`config.mk`:
```
export PLATFORM = sky130hd
export DESIGN_NAME = zc_blank_qual
export DESIGN_NICKNAME = d
export VERILOG_FILES = /design/src/rtl/zcq_pkg.sv /design/src/rtl/zcq_sync.sv /design/src/rtl/zcq_blank_timer.sv /design/src/rtl/zcq_edge_flags.sv /design/src/rtl/zc_blank_qual.sv
export SDC_FILE = /design/constraint.sdc
export NUM_CORES = 1
export LEC_CHECK = 0
export BUFFER_PORTS_ARGS = -buffer_cell sky130_fd_sc_hd__buf_2
export CAP_MARGIN = 0
export CORE_MARGIN = 1
export CORE_UTILIZATION = 60
export DETAILED_ROUTE_END_ITERATION = 6
export PLACE_DENSITY_LB_ADDON = 0.2
export SYNTH_ARGS = -nofsm -noshare
export SYNTH_HDL_FRONTEND = slang
export SYNTH_SLANG_ARGS = --single-unit
```
`constraint.sdc`:
```
create_clock -name clk -period 6.1 [get_ports clk]
set_input_delay 0.61 -clock clk [delete_from_list [all_inputs] [get_ports clk]]
set_output_delay 0.61 -clock clk [all_outputs]
set_load 0.03 [all_outputs]
```
`src/rtl/zcq_pkg.sv`:
```
package zcq_pkg;

    localparam int unsigned MAX_BLANK_NS = 6000;

    // Non-linear duration table, computed from three linear segments.
    function automatic int unsigned blank_ns(input logic [3:0] code);
        int unsigned c;
        c = int'(code);
        if (c == 0)      return 100;
        else if (c < 4)  return 250 * c;
        else if (c < 7)  return 1000 + 250 * (c - 4);
        else             return 2000 + 500 * (c - 7);
    endfunction

    function automatic int unsigned ns_to_cycles(input int unsigned ns, input int unsigned per_ns);
        return (ns + per_ns - 1) / per_ns;
    endfunction

endpackage

```
`src/rtl/zcq_sync.sv`:
```
module zcq_sync #(
    parameter int W      = 3,
    parameter int STAGES = 2
) (
    input  logic         clk,
    input  logic         rst_n,
    input  logic [W-1:0] d_async,
    output logic [W-1:0] d_sync
);
    logic [STAGES-1:0][W-1:0] pipe_d, pipe_q;

    always_comb begin
        pipe_d[0] = d_async;
        for (int s = 1; s < STAGES; s++) begin
            pipe_d[s] = pipe_q[s-1];
        end
    end

    always_ff @(posedge clk or negedge rst_n) begin
        if (!rst_n) pipe_q <= '0;
        else        pipe_q <= pipe_d;
    end

    assign d_sync = pipe_q[STAGES-1];
endmodule

```
`src/rtl/zcq_blank_timer.sv`:
```
module zcq_blank_timer
    import zcq_pkg::*;
#(
    parameter int unsigned CLK_NS = 10
) (
    input  logic       clk,
    input  logic       rst_n,
    input  logic       trig,
    input  logic [1:0] mode,
    input  logic [3:0] code,
    output logic       active
);
    localparam int unsigned MAX_CYC = ns_to_cycles(MAX_BLANK_NS, CLK_NS);
    localparam int          CW      = $clog2(MAX_CYC + 1);

    typedef struct packed {
        logic [CW-1:0] cnt;
    } tmr_t;

    tmr_t st_d, st_q;
    logic enabled;

    assign enabled = (mode != 2'b00);

    always_comb begin
        st_d = st_q;
        if (trig && enabled) begin
            st_d.cnt = CW'(ns_to_cycles(blank_ns(code), CLK_NS));
        end else if (st_q.cnt != '0) begin
            st_d.cnt = st_q.cnt - 1'b1;
        end
    end

    always_ff @(posedge clk or negedge rst_n) begin
        if (!rst_n) st_q <= '0;
        else        st_q <= st_d;
    end

    assign active = enabled && (st_q.cnt != '0);
endmodule

```
`src/rtl/zcq_edge_flags.sv`:
```
module zcq_edge_flags #(
    parameter int NCH = 3
) (
    input  logic           clk,
    input  logic           rst_n,
    input  logic [NCH-1:0] lvl,
    input  logic           blocked,
    input  logic [NCH-1:0] rise_ie,
    input  logic [NCH-1:0] fall_ie,
    input  logic [NCH-1:0] clr,
    output logic [NCH-1:0] flags
);
    typedef struct packed {
        logic [NCH-1:0] prev;
        logic [NCH-1:0] flg;
    } edge_t;

    edge_t st_d, st_q;
    logic [NCH-1:0] hit;

    for (genvar i = 0; i < NCH; i++) begin : g_ch
        logic rise, fall;
        assign rise   = lvl[i] & ~st_q.prev[i];
        assign fall   = ~lvl[i] & st_q.prev[i];
        assign hit[i] = ~blocked & ((rise & rise_ie[i]) | (fall & fall_ie[i]));
    end

    always_comb begin
        st_d      = st_q;
        st_d.prev = lvl;
        st_d.flg  = (st_q.flg & ~clr) | hit;
    end

    always_ff @(posedge clk or negedge rst_n) begin
        if (!rst_n) st_q <= '0;
        else        st_q <= st_d;
    end

    assign flags = st_q.flg;
endmodule

```
`src/rtl/zc_blank_qual.sv`:
```
module zc_blank_qual #(
    parameter int          NCH         = 3,
    parameter int          SYNC_STAGES = 2,
    parameter int unsigned CLK_NS      = 10
) (
    input  logic           clk,
    input  logic           rst_n,
    input  logic [NCH-1:0] cmp_raw,
    input  logic [NCH-1:0] pol_inv,
    input  logic [1:0]     pos_sel,
    input  logic           pos_hold,
    input  logic           blank_trig,
    input  logic [1:0]     blank_mode,
    input  logic [3:0]     blank_code,
    input  logic [NCH-1:0] rise_ie,
    input  logic [NCH-1:0] fall_ie,
    input  logic [NCH-1:0] flag_clr,
    output logic           pos_out,
    output logic [NCH-1:0] chan_stat,
    output logic [NCH-1:0] irq_flag,
    output logic           irq
);
    typedef struct packed {
        logic pos;
    } top_t;

    logic [NCH-1:0] cmp_s;
    logic [NCH-1:0] lvl;
    logic           blank_act;
    logic           sel_lvl;
    top_t           st_d, st_q;

    zcq_sync #(.W(NCH), .STAGES(SYNC_STAGES)) u_sync (
        .clk     (clk),
        .rst_n   (rst_n),
        .d_async (cmp_raw),
        .d_sync  (cmp_s)
    );

    assign lvl = cmp_s ^ pol_inv;

    zcq_blank_timer #(.CLK_NS(CLK_NS)) u_tmr (
        .clk    (clk),
        .rst_n  (rst_n),
        .trig   (blank_trig),
        .mode   (blank_mode),
        .code   (blank_code),
        .active (blank_act)
    );

    zcq_edge_flags #(.NCH(NCH)) u_flags (
        .clk     (clk),
        .rst_n   (rst_n),
        .lvl     (lvl),
        .blocked (blank_act),
        .rise_ie (rise_ie),
        .fall_ie (fall_ie),
        .clr     (flag_clr),
        .flags   (irq_flag)
    );

    always_comb begin
        case (pos_sel)
            2'b01:   sel_lvl = lvl[0];
            2'b10:   sel_lvl = (NCH > 1) ? lvl[1 % NCH] : 1'b0;
            2'b11:   sel_lvl = (NCH > 2) ? lvl[2 % NCH] : 1'b0;
            default: sel_lvl = 1'b0;
        endcase
    end

    always_comb begin
        st_d = st_q;
        if (!pos_hold && !blank_act) begin
            st_d.pos = sel_lvl;
        end
    end

    always_ff @(posedge clk or negedge rst_n) begin
        if (!rst_n) st_q <= '0;
        else        st_q <= st_d;
    end

    assign pos_out   = st_q.pos;
    assign chan_stat = lvl;
    assign irq       = |irq_flag;
endmodule

```
==> metrics.txt, run 1 <==
number of register bits inferred by synthesis=23; overall die width=roughly 120 um; Net Count, Synth=1,218; I/O Buffers=34; number of global-route vias before repair=roughly 14,000; pre-CTS worst setup slack=-6.268 ns; maximum number of pins on one net before global-route repair=24; placed standard-cell area=11,530 um2; cell count after synthesis=1,085; grt total ovfl=4; FP Rows=42; Final GP Congestion=0.9636; Syn. warnings=0; count of boundary I/O pins=35; number of different library cells in the post-synthesis netlist=107; status=stopped before the end; initial core utilization=0.6213; flip-flop cell with the highest count after synthesis=sky130_fd_sc_hd__dfrtp_1; Die Y-Extent=around 120 um; total CTS buffers=3; top cell type by total area after synthesis=sky130_fd_sc_hd__ha_1; average instance area after synthesis=7.673 um2; post-synthesis cell area=8325 um2; first-pass GRT wire length=around 80 mm; failing step=global routing (5_1_grt); EDFF count, synth=0; ranking of synthesized cells by area=sky130_fd_sc_hd__ha_1, sky130_fd_sc_hd__dfrtp_1, sky130_fd_sc_hd__fa_1; share of flip-flops with an asynchronous set or reset after synthesis=1.000; detailed placer's ending HPWL=roughly 25 mm; share of the synthesized area in the top cell type=0.1187; Clk Tree Root Cell=sky130_fd_sc_hd__clkbuf_16; CTS sink count=23; number of levels in the clock H-tree=1; gr usage total=0.7378; post-cts hold buffer count=0; share of synthesized area occupied by flip-flops and latches=0.06913; Max clock buf depth=2; error message=[ERROR GRT-0116] Global routing finished with congestion. Check the congestion regions in the DRC Viewer.
-- cells in the mapped netlist (6+ instances only) --
cell	count
sky130_fd_sc_hd__a211o_1	8
sky130_fd_sc_hd__a211oi_1	17
sky130_fd_sc_hd__a21o_1	10
sky130_fd_sc_hd__a21oi_1	56
sky130_fd_sc_hd__a22oi_1	6
sky130_fd_sc_hd__a31oi_1	17
sky130_fd_sc_hd__a32oi_1	6
sky130_fd_sc_hd__and2_1	15
sky130_fd_sc_hd__and3_1	14
sky130_fd_sc_hd__buf_4	8
sky130_fd_sc_hd__clkbuf_1	20
sky130_fd_sc_hd__dfrtp_1	23
sky130_fd_sc_hd__fa_1	27
sky130_fd_sc_hd__ha_1	79
sky130_fd_sc_hd__inv_1	69
sky130_fd_sc_hd__mux2i_1	14
sky130_fd_sc_hd__nand2_1	79
sky130_fd_sc_hd__nand2b_1	8
sky130_fd_sc_hd__nand3_1	45
sky130_fd_sc_hd__nand3b_1	7
sky130_fd_sc_hd__nand4_1	9
sky130_fd_sc_hd__nor2_1	85
sky130_fd_sc_hd__nor3_1	38
sky130_fd_sc_hd__nor3_2	6
sky130_fd_sc_hd__nor4_1	15
sky130_fd_sc_hd__o2111ai_1	7
sky130_fd_sc_hd__o211ai_1	26
sky130_fd_sc_hd__o21a_1	18
sky130_fd_sc_hd__o21ai_0	45
sky130_fd_sc_hd__o21ai_1	12
sky130_fd_sc_hd__o22ai_1	9
sky130_fd_sc_hd__o31ai_1	9
sky130_fd_sc_hd__or2_2	7
sky130_fd_sc_hd__or3_1	16
sky130_fd_sc_hd__or4_1	6
sky130_fd_sc_hd__xnor2_1	58
sky130_fd_sc_hd__xor2_1	26
-- repair_timing --
action | in CTS
pin swaps | 73
gates resized for setup | 100
endpoints found under the hold margin | 0
setup buffers | 43
endpoints found under the setup margin | 10
-- metal layers --
metal | overflow | GRT usage
met5 | 0 | 0.2574
met3 | 0 | 0.6017
met1 | 0 | 0.7059
met2 | 2 | 0.9350
met4 | 2 | 0.7211
-- cells by family after synthesis --
group	share of synthesized area
and+or+nand+nor	0.2433
AOI/OAI and AO/OA	0.3201
buffers and inverters	0.05320
adders and majority gates	0.1861
xor gates and xnor gates	0.1043
DFF	0.06913
muxes	0.02389
-- metrics by stage --
stage,setup TNS [ns],hold slack (ns),cells
2_1_floorplan,-41.05,0.3144,1085
3_3_place_gp,-43.94,0.3314,1628
3_5_place_dp,-48.27,0.3413,1628
4_1_cts,-41.37,0.3492,1674
==> run 2: changes to the inputs <==
--- a/config.mk
+++ b/config.mk
@@ -8,9 +8,9 @@
 export BUFFER_PORTS_ARGS = -buffer_cell sky130_fd_sc_hd__buf_2
 export CAP_MARGIN = 0
 export CORE_MARGIN = 1
-export CORE_UTILIZATION = 60
+export CORE_UTILIZATION = 40
 export DETAILED_ROUTE_END_ITERATION = 6
-export PLACE_DENSITY_LB_ADDON = 0.2
+export PLACE_DENSITY_LB_ADDON = 0.15
 export SYNTH_ARGS = -nofsm -noshare
 export SYNTH_HDL_FRONTEND = slang
 export SYNTH_SLANG_ARGS = --single-unit
==> metrics.txt, run 2 <==
Slowest cell on crit path=sky130_fd_sc_hd__fa_1; Net Count, Synth=1,218 (unchanged); core outline area=20,300 um2; time the final worst path needs with I/O delays and setup=approximately 12 ns; most frequent cells in the layout=sky130_fd_sc_hd__buf_4, sky130_fd_sc_hd__nor2_1, sky130_fd_sc_hd__nand2_1, sky130_fd_sc_hd__ha_1, sky130_fd_sc_hd__inv_1; transition time at the pin with the least slew margin=1.044 ns; number of global-route vias before repair=9,888; buffering stage count on the worst path with inverters included=10; setup repair after global routing missed its margin=true; number of levels in the clock H-tree=1 (unchanged); layout cell share with drive strength beyond 1=0.4338; design area=13,150 um2; EDFF count, synth=0 (unchanged); share of synthesized area occupied by flip-flops and latches=0.06913 (unchanged); grt total ovfl=0; detailed placer's ending HPWL=21.87 mm (was 25.20 mm); overall die width=146.3 um (was 119.8 um); wire per inst=15.70 um; post-cts hold buffer count=0 (unchanged); ranking of synthesized cells by area=sky130_fd_sc_hd__ha_1, sky130_fd_sc_hd__dfrtp_1, sky130_fd_sc_hd__fa_1 (unchanged); Max Clk Rate=0.08486 GHz; top cell type by total area after synthesis=sky130_fd_sc_hd__ha_1 (unchanged); nature of the critical path endpoint=register; maximum fanout count along the critical path=7; initial antenna violation count=0; WHS=0.3180 ns; share of the synthesized area in the top cell type=0.1187 (unchanged); I/O Buffers=34 (unchanged); Top cell by count, worst path=sky130_fd_sc_hd__buf_6; count of antenna diodes in the layout=0; placed standard-cell area=11,700 um2 (was 11,530 um2); Final GP Congestion=0.9646 (was 0.9636); maximum number of pins on one net before global-route repair=27; antenna violation net count after detailed routing=0; status=finished, violations left (was stopped before the end); flip-flop cell with the highest count after synthesis=sky130_fd_sc_hd__dfrtp_1 (unchanged); remaining max-slew budget at the tightest pin=0.2989; Worst path top cell family by delay=compound AO/OA/AOI/OAI gates; CTS sink count=23 (unchanged); fin. max-slew vios=0; Vias/cell=5.616; Synth top cells by count=sky130_fd_sc_hd__nor2_1, sky130_fd_sc_hd__ha_1, sky130_fd_sc_hd__nand2_1 (unchanged); net total in the final layout=1,660; register with the most flip-flops=u_tmr.st_q; final setup violating endpoints=10; count of boundary I/O pins=35 (unchanged); Layout Area Growth over Synthesis=57.89%; required time reported for the critical path endpoint=6.24 ns; wire length reported by the detailed router=between 20 and 30 mm; CP arrival=11.92 ns; final critical-path share of the clock period=1.932; gr usage total=0.2565; router iterations before antenna repair=5; Die ar.=around 21,000 um2; number of hold-slack violations in the final timing report=0; most instantiated library cell after synthesis=sky130_fd_sc_hd__nor2_1 (unchanged); clock-pin slew on the worst setup and hold paths=around 0.060 ns; share of flip-flops with an asynchronous set or reset after synthesis=1.000 (unchanged); number of remaining DRC errors=0; first-pass GRT wire length=46.64 mm; overall via count from detail_route=between 10,000 and 15,000; critical path startpoint category=input port; Max clock buf depth=2 (unchanged); CTS tree=built; largest stage delay on the critical path=between 0.5 and 0.6 ns; Clk Tree Root Cell=sky130_fd_sc_hd__clkbuf_16 (unchanged); violated checks=negative setup slack; worst setup margin=-5.685 ns; Syn. warnings=0 (unchanged); commonest non-fill, non-tap cell in the layout=sky130_fd_sc_hd__buf_4; number of different library cells in the post-synthesis netlist=107 (unchanged); Die Y-Extent=146.3 um (was 119.8 um); post-synthesis cell area=8325 um2 (unchanged); FP Rows=52 (was 42); setup clock skew after layout=0.003623 ns; Starting DRT DRC Count=586; worst hold path class=in2async; Max Cap Viol=0; pre-CTS worst setup slack=-6.198 ns (was -6.268 ns); average instance area after synthesis=7.673 um2 (unchanged); clock latency of the later-clocked register in the worst-skew pair=0.26 ns; cell count after synthesis=1,085 (unchanged); total CTS buffers=3 (unchanged); number of register bits inferred by synthesis=23 (unchanged); initial core utilization=0.4101 (was 0.6213); path type of the worst setup path=in2reg; number of flip-flops in the largest register=10
-- run 2: path summary, 6_finish.rpt --
kind                                             from                         end  slack [ns]  cells past startpoint
setup / recovery                        blank_code[2]   u_tmr.st_q[0]$_DFFE_PN0P_       -5.68                     51
setup reg to reg            u_tmr.st_q[0]$_DFFE_PN0P_         pos_out$_DFFE_PN0P_        3.45                      9
max in group asynchronous                       rst_n  u_sync.pipe_d[3]$_DFF_PN0_        5.44                      1
hold / removal                                  rst_n  u_flags.flags[2]$_DFF_PN0_        0.32                      1
min in group clk           u_sync.pipe_d[4]$_DFF_PN0_  u_sync.d_sync[1]$_DFF_PN0_        0.35                      0
hold reg to reg            u_sync.pipe_d[4]$_DFF_PN0_  u_sync.d_sync[1]$_DFF_PN0_        0.35                      0
-- run 2: layout make-up --
| class | instances | area, um2 |
|---|---|---|
| Sequential cell | 23 | 575.6 |
| Fill cell | 1774 | 7154 |
| Inverter | 71 | 276.5 |
| Timing Repair Buffer | 474 | 3606 |
| Multi-Input combinational cell | 954 | 8270 |
| Clock buffer | 4 | 78.83 |
| Tap cell | 270 | 337.8 |
-- run 2: cell families (layout without fill, tap and decap cells) --
logic type      count (synthesis)  count (layout)  share of synthesized area
flops                          23              23                    0.06913
xor+xnor                       91              91                     0.1043
buf+inv                       108             549                    0.05320
simple gates                  384             384                     0.2433
mux                            19              19                    0.02389
fa+ha+maj                     108             108                     0.1861
compound gates                352             352                     0.3201
-- run 2: repair_timing --
| action | 4_1_cts | 5_1_grt |
|---|---|---|
| endpoints found under the setup margin | 10 | 10 |
| gates resized for setup | 102 | 76 |
| pin swaps | 66 | 64 |
| setup buffers | 39 | 30 |
-- run 2: per-stage QoR --
stage / instances / setup TNS [ns] / utilization
6_report: 1796 / -44.19 / 0.6476
5_1_grt: 1796 / -47.77 / 0.6476
4_1_cts: 1771 / -41.32 / 0.6191
3_5_place_dp: 1730 / -47.66 / 0.5761
3_3_place_gp: 1730 / -45.64 / 0.5761
2_1_floorplan: 1085 / -41.05 / -
-- run 2: metal layers --
layer	GRT usage	vias to the layer above	share of wire
met4	0.02604	0	0.0066
li1	-	5003	-
met5	0	-	0
met3	0.009375	25	0.037
met1	0.3500	4814	0.47
met2	0.4614	244	0.48
Power of run 2 is not shown: default switching activity piles up to over one toggle a cycle in this logic, so the estimate is an artifact.
